## src/rtl/hpm_pkg.sv

```systemverilog
`timescale 1ns/1ps
package hpm_pkg;
   // register addresses
   localparam logic [1:0] ADDR_CTRL   = 2'd0;
   localparam logic [1:0] ADDR_RES_HI = 2'd1;
   localparam logic [1:0] ADDR_RES_LO = 2'd2;
   // control / status bit positions
   localparam int BIT_ARM    = 0;
   localparam int BIT_LATCH  = 1;
   localparam int BIT_OVF    = 6;
   localparam int BIT_STABLE = 7;
endpackage

```

## src/rtl/hpm_sync_edge.sv

```systemverilog
`timescale 1ns/1ps
module hpm_sync_edge #(
   parameter int STAGES = 2
) (
   input  logic clk,
   input  logic rst_n,
   input  logic din,
   output logic rise
);
   if (STAGES < 2) begin : g_bad_stages
      $error("hpm_sync_edge: STAGES must be at least 2");
   end

   // sh[STAGES-1] is the synchronized copy, sh[STAGES] its previous value
   logic [STAGES:0] sh;

   always_ff @(posedge clk or negedge rst_n) begin
      if (!rst_n) sh <= '0;
      else        sh <= {sh[STAGES-1:0], din};
   end

   assign rise = sh[STAGES-1] & ~sh[STAGES];
endmodule

```

## src/rtl/hpm_counter.sv

```systemverilog
`timescale 1ns/1ps
module hpm_counter #(
   parameter int PERIOD_W = 11
) (
   input  logic                clk,
   input  logic                rst_n,
   input  logic                arm,
   input  logic                rise,
   output logic                per_vld,
   output logic [PERIOD_W-1:0] period,
   output logic                ovf
);
   localparam logic [PERIOD_W-1:0] CNT_MAX = '1;

   logic [PERIOD_W-1:0] cnt;
   logic                seen;

   always_ff @(posedge clk or negedge rst_n) begin
      if (!rst_n) begin
         cnt  <= '0;
         seen <= 1'b0;
         ovf  <= 1'b0;
      end else if (!arm) begin
         cnt  <= '0;
         seen <= 1'b0;
         ovf  <= 1'b0;
      end else begin
         if (rise) begin
            cnt  <= PERIOD_W'(1);
            seen <= 1'b1;
         end else if (cnt != CNT_MAX) begin
            cnt <= cnt + PERIOD_W'(1);
         end
         if (cnt == CNT_MAX) ovf <= 1'b1;
      end
   end

   assign per_vld = arm & rise & seen & (cnt != CNT_MAX);
   assign period  = cnt;
endmodule

```

## src/rtl/hpm_stability.sv

```systemverilog
`timescale 1ns/1ps
module hpm_stability #(
   parameter int PERIOD_W    = 11,
   parameter int TOLERANCE   = 2,
   parameter int STABLE_RUNS = 8
) (
   input  logic                clk,
   input  logic                rst_n,
   input  logic                clear,
   input  logic                per_vld,
   input  logic [PERIOD_W-1:0] period,
   output logic                stable,
   output logic [PERIOD_W-1:0] stable_period
);
   localparam int RUN_W = $clog2(STABLE_RUNS + 1);
   localparam logic [RUN_W-1:0] RUN_LAST = RUN_W'(STABLE_RUNS - 1);

   if (STABLE_RUNS < 1) begin : g_bad_runs
      $error("hpm_stability: STABLE_RUNS must be at least 1");
   end

   logic [PERIOD_W-1:0] prev;
   logic                have_prev;
   logic [RUN_W-1:0]    run;
   logic                close;

   if (TOLERANCE == 0) begin : g_exact
      assign close = (period == prev);
   end else begin : g_window
      logic [PERIOD_W-1:0] diff;
      assign diff  = (period >= prev) ? (period - prev) : (prev - period);
      assign close = (diff <= PERIOD_W'(TOLERANCE));
   end

   always_ff @(posedge clk or negedge rst_n) begin
      if (!rst_n) begin
         prev          <= '0;
         have_prev     <= 1'b0;
         run           <= '0;
         stable        <= 1'b0;
         stable_period <= '0;
      end else if (clear) begin
         have_prev <= 1'b0;
         run       <= '0;
         stable    <= 1'b0;
      end else if (per_vld) begin
         prev      <= period;
         have_prev <= 1'b1;
         if (have_prev && close) begin
            if (run < RUN_LAST) begin
               run <= run + RUN_W'(1);
            end else begin
               run           <= RUN_W'(STABLE_RUNS);
               stable        <= 1'b1;
               stable_period <= period;
            end
         end else begin
            run    <= '0;
            stable <= 1'b0;
         end
      end
   end
endmodule

```

## src/rtl/hpm_regs.sv

```systemverilog
`timescale 1ns/1ps
module hpm_regs
   import hpm_pkg::*;
#(
   parameter int PERIOD_W = 11,
   parameter int DATA_W   = 8
) (
   input  logic                clk,
   input  logic                rst_n,
   input  logic                wr_en,
   input  logic [1:0]          addr,
   input  logic [DATA_W-1:0]   wr_data,
   input  logic                stable,
   input  logic                ovf,
   input  logic [PERIOD_W-1:0] stable_period,
   output logic                arm_q,
   output logic                latch_stb,
   output logic [PERIOD_W-1:0] res_q,
   output logic [DATA_W-1:0]   rd_data
);
   localparam int HI_W = PERIOD_W - DATA_W;

   logic ctrl_wr;
   logic unused_wbits;

   assign ctrl_wr      = wr_en && (addr == ADDR_CTRL);
   assign latch_stb    = ctrl_wr && wr_data[BIT_LATCH];
   assign unused_wbits = ^wr_data[DATA_W-1:2];

   always_ff @(posedge clk or negedge rst_n) begin
      if (!rst_n) begin
         arm_q <= 1'b0;
         res_q <= '0;
      end else begin
         if (ctrl_wr)   arm_q <= wr_data[BIT_ARM];
         if (latch_stb) res_q <= stable_period;
      end
   end

   always_comb begin
      rd_data = '0;
      case (addr)
         ADDR_CTRL: begin
            rd_data[BIT_ARM]    = arm_q;
            rd_data[BIT_OVF]    = ovf;
            rd_data[BIT_STABLE] = stable;
         end
         ADDR_RES_HI: rd_data[HI_W-1:0] = res_q[PERIOD_W-1:DATA_W];
         ADDR_RES_LO: rd_data = res_q[DATA_W-1:0];
         default:     rd_data = '0;
      endcase
   end
endmodule

```

## src/rtl/hsync_period_mon.sv

```systemverilog
`timescale 1ns/1ps
module hsync_period_mon #(
   parameter int PERIOD_W    = 11,
   parameter int DATA_W      = 8,
   parameter int SYNC_STAGES = 2,
   parameter int TOLERANCE   = 2,
   parameter int STABLE_RUNS = 8
) (
   input  logic              clk,
   input  logic              rst_n,
   input  logic              hsync_in,
   input  logic              wr_en,
   input  logic [1:0]        addr,
   input  logic [DATA_W-1:0] wr_data,
   output logic [DATA_W-1:0] rd_data
);
   if (DATA_W < 8) begin : g_bad_data
      $error("hsync_period_mon: DATA_W must be at least 8");
   end
   if (PERIOD_W <= DATA_W || PERIOD_W > 2 * DATA_W) begin : g_bad_period
      $error("hsync_period_mon: PERIOD_W must lie in (DATA_W, 2*DATA_W]");
   end

   logic                rise;
   logic                arm_q;
   logic                per_vld;
   logic [PERIOD_W-1:0] period;
   logic                ovf;
   logic                stable;
   logic [PERIOD_W-1:0] stable_period;
   logic                latch_stb;
   logic [PERIOD_W-1:0] res_q;

   hpm_sync_edge #(.STAGES(SYNC_STAGES)) sync_i (
      .clk(clk), .rst_n(rst_n), .din(hsync_in), .rise(rise)
   );

   hpm_counter #(.PERIOD_W(PERIOD_W)) cnt_i (
      .clk(clk), .rst_n(rst_n), .arm(arm_q), .rise(rise),
      .per_vld(per_vld), .period(period), .ovf(ovf)
   );

   hpm_stability #(
      .PERIOD_W(PERIOD_W), .TOLERANCE(TOLERANCE), .STABLE_RUNS(STABLE_RUNS)
   ) stab_i (
      .clk(clk), .rst_n(rst_n), .clear(!arm_q || ovf),
      .per_vld(per_vld), .period(period),
      .stable(stable), .stable_period(stable_period)
   );

   hpm_regs #(.PERIOD_W(PERIOD_W), .DATA_W(DATA_W)) regs_i (
      .clk(clk), .rst_n(rst_n), .wr_en(wr_en), .addr(addr), .wr_data(wr_data),
      .stable(stable), .ovf(ovf), .stable_period(stable_period),
      .arm_q(arm_q), .latch_stb(latch_stb), .res_q(res_q), .rd_data(rd_data)
   );
endmodule

```

## config.mk

```make
export PLATFORM = sky130hd
export DESIGN_NAME = hsync_period_mon
export DESIGN_NICKNAME = d
export VERILOG_FILES = /design/src/rtl/hpm_pkg.sv /design/src/rtl/hpm_sync_edge.sv /design/src/rtl/hpm_counter.sv /design/src/rtl/hpm_stability.sv /design/src/rtl/hpm_regs.sv /design/src/rtl/hsync_period_mon.sv
export SDC_FILE = /design/constraint.sdc
export NUM_CORES = 1
export LEC_CHECK = 0
export ABC_AREA = 1
export BUFFER_PORTS_ARGS = -buffer_cell sky130_fd_sc_hd__buf_2
export CORE_MARGIN = 3
export CORE_UTILIZATION = 25
export DETAILED_ROUTE_END_ITERATION = 10
export GPL_TIMING_DRIVEN = 0
export HOLD_SLACK_MARGIN = 0.08
export PLACE_DENSITY = 0.49
export RECOVER_POWER = 50
export SLEW_MARGIN = 20
export SYNTH_ARGS = -nofsm -noshare
export SYNTH_HDL_FRONTEND = slang
export SYNTH_SLANG_ARGS = --single-unit
```

## constraint.sdc

```tcl
create_clock -name clk -period 3.2 [get_ports clk]
set_input_delay 0.96 -clock clk [delete_from_list [all_inputs] [get_ports clk]]
set_output_delay 0.96 -clock clk [all_outputs]
set_load 0.005 [all_outputs]
```

==> results.toml, run 1 <==
[synth]
yosysWarnings = 0
synth_area_per_cell_um2 = 7.88
netlist_area_mm2 = 0.00392
syn-num-nets = 540
synthCells = 497
ys_ff_latch = 56
synth.area.top_cells = "dfrtp_1 (36%), nand2_1 (12%), ha_1 (8.6%)"
yosysTopAreaCellShare = 0.358
yosysTopAreaCell = "dfrtp_1"
yosysSeqAreaShare = 0.358
netlist-cell-type-count = 43

[detailed_routing]
dr.pass1.iters = 4
postRouteAntennaNets = 0
met3_length_um = 216
route.met2.wl_mm = 4.11
drc = 0
top_layer = "met4"
vias = 3111
drt_iter0_drc = 175
drt_wl_total_mm = 8.91
m1WireLength_mm = 4.49
drt-vias-per-instance = 4.26
routedWlPerCell_um = 12.2

[critical_path]
arrival_ns = 2.03
critPathKind = "in2out"
endpoint_kind = "primary output"
cp.required_ns = 2.24
crit_path_start_kind = "primary input"
worst-path-max-fanout = 8

[timing]
finalSetupViolations = 0
hold_violations = 0
tns_ns = 0
tightest_slew_ns = 1.43
fin_crit_sh = 0.933
post-route-min-period_ns = 2.99
finalClockSkew_ns = 0.00520
slew_viol_final = 0
max_freq_mhz = 335
rsz0062_at_grt = "no"
slew_headroom = 0.0485

[placement]
dp_hpwl_mm = 7.22
port_buffers = 15
place.gp.congestion = 0.858

[floorplan]
num_io_pins = 22
core.rowCount = 45
coreArea_mm2 = 0.0153
initial_core_util = 0.257
dieArea_mm2 = 0.0172
die_w_um = 131
die_h_um = 131

[cts]
postCtsSetupBuffers = 0
clock_latency_ns = 0.30
tritoncts = "built"
cts_hold_buf = 0
postCtsResizedCells = 0
path_clk_slew_ns = 0.07
cts-root-buf = "clkbuf_16"
cts_buffer_depth = 2
h-tree-depth = 2
clkSinkCount = 56
cts_made_buffers = 5

[global_routing]
grt_pass1_vias = 3103
antenna_found_initial = 0
grt_pass1_wl_mm = 15.3
grt_start_max_net_pins = 57
grt_remaining_overflow = 0
grt_use_total = 0.107

[power]
internal_power_mw = 1.20
power_switching_mw = 0.652
vdd_drop_max_mv = 0.224
combPwrFrac = 0.304
p_leak_nw = 2.22
power_frac_seq = 0.398
clkPwrFrac = 0.298
switching_share = 0.351
power_density_mw_per_mm2 = 421

[layout]
antenna_cells = 0
post-route-util = 0.289
final_nets = 562
drive_gt1_frac = 0.183
areaGrowthSynthToFinish_pct = 12.5

[min_path]
hold_class = "reg2reg"

[run_status]
status = "finished clean"

[run]
cap_violations = 0
[final timing paths]
check	endpoint	from	slack, ns	cells past startpoint
max reg2reg	stab_i.stable	cnt_i.period[0]	0.36	17
min	sync_i.sh[1]	sync_i.sh[0]	0.35	0
max in group asynchronous	stab_i.run[3]	rst_n	1.35	1
min reg2reg	sync_i.sh[1]	sync_i.sh[0]	0.35	0
max	rd_data[0]	addr[0]	0.21	8
min in group asynchronous	regs_i.res_q[9]	rst_n	1.00	1
[power groups by stage]
stage / clock [mW] / combinational [mW] / sequential, mW
CTS: 0.570 / 0.564 / 0.739
floorplan: 0 / 0.428 / 0.748
global placement: 0 / 0.560 / 0.752
finish: 0.552 / 0.565 / 0.738
detailed placement: 0 / 0.563 / 0.753
global route: 0.605 / 0.645 / 0.741
[cell type report]
class	instances	area (µm²)
Fill cell	1675	10900
Clock inverter	3	23.8
Inverter	85	319
Clock buffer	5	125
Buffer	12	88.8
Timing Repair Buffer	15	75.1
Tap cell	211	264
Sequential cell	56	1400
Multi-Input combinational cell	344	2110
[cells in the mapped netlist (all sizes together)]
cell    number
a211oi       1
a21oi       23
a22o         2
a31o         1
and2         1
buf          8
clkbuf       4
dfrtp       56
fa           2
ha          27
inv         85
mux2        11
nand2      147
nand3       36
nand3b       1
nand4       10
nor2        23
nor2b        1
nor3         3
nor4         1
o211ai       1
o21ai       37
o21bai       1
o22ai        1
o31ai        1
or2          2
xnor2        2
xor2         9
[flip-flops by register name, indices dropped and copies added (netlist names)]
signal	flops
cnt_i.period	11
regs_i.res_q	11
stab_i.prev	11
stab_i.stable_period	11
stab_i.run	4
sync_i.sh	3
cnt_i.ovf	1
cnt_i.seen	1
regs_i.arm_q	1
stab_i.have_prev	1
stab_i.stable	1
[cells by family after synthesis]
family,Yosys count,synth area share
AND/OR/NAND/NOR,225,0.278
adder cells (fa/ha/maj),29,0.0965
XOR/XNOR,11,0.0246
AO/OA/AOI/OAI,68,0.108
flip-flops,56,0.358
buffers and inverters,97,0.104
multiplexers,11,0.0316
[stage by stage]
stage          cells  area, µm²  worst slack, ns  total power [mW]  hold slack, ns
3_5_place_dp     723       4260            0.199              1.32           0.339
3_3_place_gp     723       4260            0.231              1.31           0.336
6_report         731       4410            0.214              1.86           0.353
2_1_floorplan    497       3920            0.532              1.18           0.331
4_1_cts          731       4410            0.201              1.87           0.356
5_1_grt          731       4410           0.0561              1.99           0.370
[critical path, stage by stage]
cell and delay, ns:
buf_2 0.12, inv_1 0.08, ha_1 0.15, clkbuf_1 0.26, nand2_1 0.08, a31o_2 0.23, inv_1 0.04, buf_2 0.10
[cell usage in the layout, fill, tap and decap left out, drive strengths merged, types with 2 or more instances in the layout]
cell      Yosys  routed
nor2         23      23
nand4        10      10
dfrtp        56      56
buf           8      22
o21ai        37      37
xor2          9       9
clkinvlp      0       2
fa            2       2
mux2         11      11
nand2       147     147
inv          85      85
nor3          3       3
or2           2       2
ha           27      27
clkbuf        4      10
xnor2         2       2
nand3        36      36
a21oi        23      23
a22o          2       2
[routing by layer]
metal  global-route usage  up-vias
met5                    0        -
met4               0.0245        0
met3               0.0172        7
met2                0.176       28
met1                0.149     1460
li1                     -     1616
(Power assumes the default switching activity.)
==> run 2, diff against run 1 <==
- CORE_UTILIZATION: 25 -> 55
- PLACE_DENSITY: 0.49 -> 0.83
==> results.toml, run 2 (synthesis results as in run 1) <==
[detailed_routing]
routedWlPerCell_um = 13.9
dr.pass1.iters = 5
drt_iter0_drc = 197
vias = 3277
postRouteAntennaNets = 0
drc = 0
drt_wl_total_mm = 8.54
drt-vias-per-instance = 5.32

[critical_path]
crit_path_start_kind = "primary input"
endpoint_kind = "primary output"
path_cells = "buf_2 > inv_1 > ha_1 > clkbuf_1 > nand2_1 > a31o_2 > inv_1 > buf_2"
arrival_ns = 2.04
slowest_stage = "clkbuf_1"
worst-path-max-fanout = 8
cpPeakStageDelay_ns = 0.28
critPathKind = "in2out"
cp.required_ns = 2.24

[floorplan]
initial_core_util = 0.573
coreArea_mm2 = 0.00683
die_w_um = 90.4
dieArea_mm2 = 0.00817
num_io_pins = 22
die_h_um = 90.4
core.rowCount = 30

[power]
power_density_mw_per_mm2 = 405
p_leak_nw = 2.20
vdd_drop_max_mv = 0.250

[cts]
postCtsSetupBuffers = 0
path_clk_slew_ns = 0.09
tritoncts = "built"
h-tree-depth = 2
cts_hold_buf = 0
clkSinkCount = 56
clock_latency_ns = 0.31
postCtsResizedCells = 0
cts-root-buf = "clkbuf_8"
cts_made_buffers = 5
cts_buffer_depth = 2

[placement]
dp_hpwl_mm = 6.78
port_buffers = 15
place.gp.congestion = 0.994

[timing]
slew_headroom = 0.104
rsz0062_at_grt = "no"
max_freq_mhz = 334
post-route-min-period_ns = 3.00
tns_ns = 0
tightest_slew_ns = 1.34
slew_viol_final = 0
finalSetupViolations = 0
finalClockSkew_ns = 0.00935
hold_violations = 0
fin_crit_sh = 0.937

[global_routing]
antenna_found_initial = 0
grt_start_max_net_pins = 57
grt_pass1_wl_mm = 15.0
grt_busiest_layer = "met2"
grt_remaining_overflow = 0
use_met1 = 0.311
use_met3 = 0.0367
met2_usage = 0.356
grt_pass1_vias = 3247
grt_use_total = 0.223

[layout]
areaGrowthSynthToFinish_pct = 7.35
drive_gt1_frac = 0.183
layout.cells.most_common_list = "nand2_1 (130), inv_1 (81), dfrtp_1 (56)"
layout_commonest_cell = "nand2_1"
post-route-util = 0.616
antenna_cells = 0
final_nets = 562

[run]
cap_violations = 0

[min_path]
hold_class = "reg2reg"

[run_status]
status = "finished clean"
run 2: critical path: cells and delay by family:
family | cells | cell delay [ns]
compound gates | 1 | 0.24
buf+inv | 5 | 0.62
fa+ha+maj | 1 | 0.14
simple gates | 1 | 0.09
run 2: area by class of cell:
cell class / instances / area [µm²]
Buffer: 12 / 88.8
Clock buffer: 6 / 82.6
Clock inverter: 2 / 10.0
Fill cell: 611 / 2630
Inverter: 85 / 319
Multi-Input combinational cell: 344 / 2110
Sequential cell: 56 / 1400
Tap cell: 96 / 120
Timing Repair Buffer: 15 / 75.1
run 2: power by group:
part / leakage [nW] / total (mW) / internal [mW] / switching, mW
Sequential: 0.771 / 0.738 / 0.722 / 0.0154
Clock: 0.0510 / 0.398 / 0.173 / 0.224
Combinational: 1.38 / 0.568 / 0.189 / 0.378
Total: 2.20 / 1.70 / 1.09 / 0.618
run 2: per-layer routing:
layer | share of wire | up-vias
met5 | 0 | -
met4 | 0.025 | 0
met3 | 0.048 | 18
met2 | 0.46 | 81
met1 | 0.46 | 1571
li1 | - | 1607
run 2: final timing paths:
kind / from / cells after the start / end / slack, ns
min in group asynchronous: rst_n / 1 / sync_i.sh[0] / 0.95
setup / recovery: addr[0] / 8 / rd_data[0] / 0.20
hold reg to reg: sync_i.sh[0] / 0 / sync_i.sh[1] / 0.36
setup reg to reg: cnt_i.period[0] / 14 / stab_i.stable_period[9] / 0.31
max in group asynchronous: rst_n / 1 / stab_i.stable / 1.46
hold / removal: sync_i.sh[0] / 0 / sync_i.sh[1] / 0.36
run 2: stage by stage:
stage	instances	hold WS (ns)	total power, mW	setup WS (ns)	area (µm²)
2_1_floorplan	497	0.331	1.18	0.532	3920
3_3_place_gp	608	0.336	1.30	0.212	4110
6_report	616	0.357	1.70	0.202	4210
4_1_cts	616	0.360	1.70	0.185	4210
5_1_grt	616	0.372	1.81	0.0604	4210
3_5_place_dp	608	0.339	1.31	0.186	4120
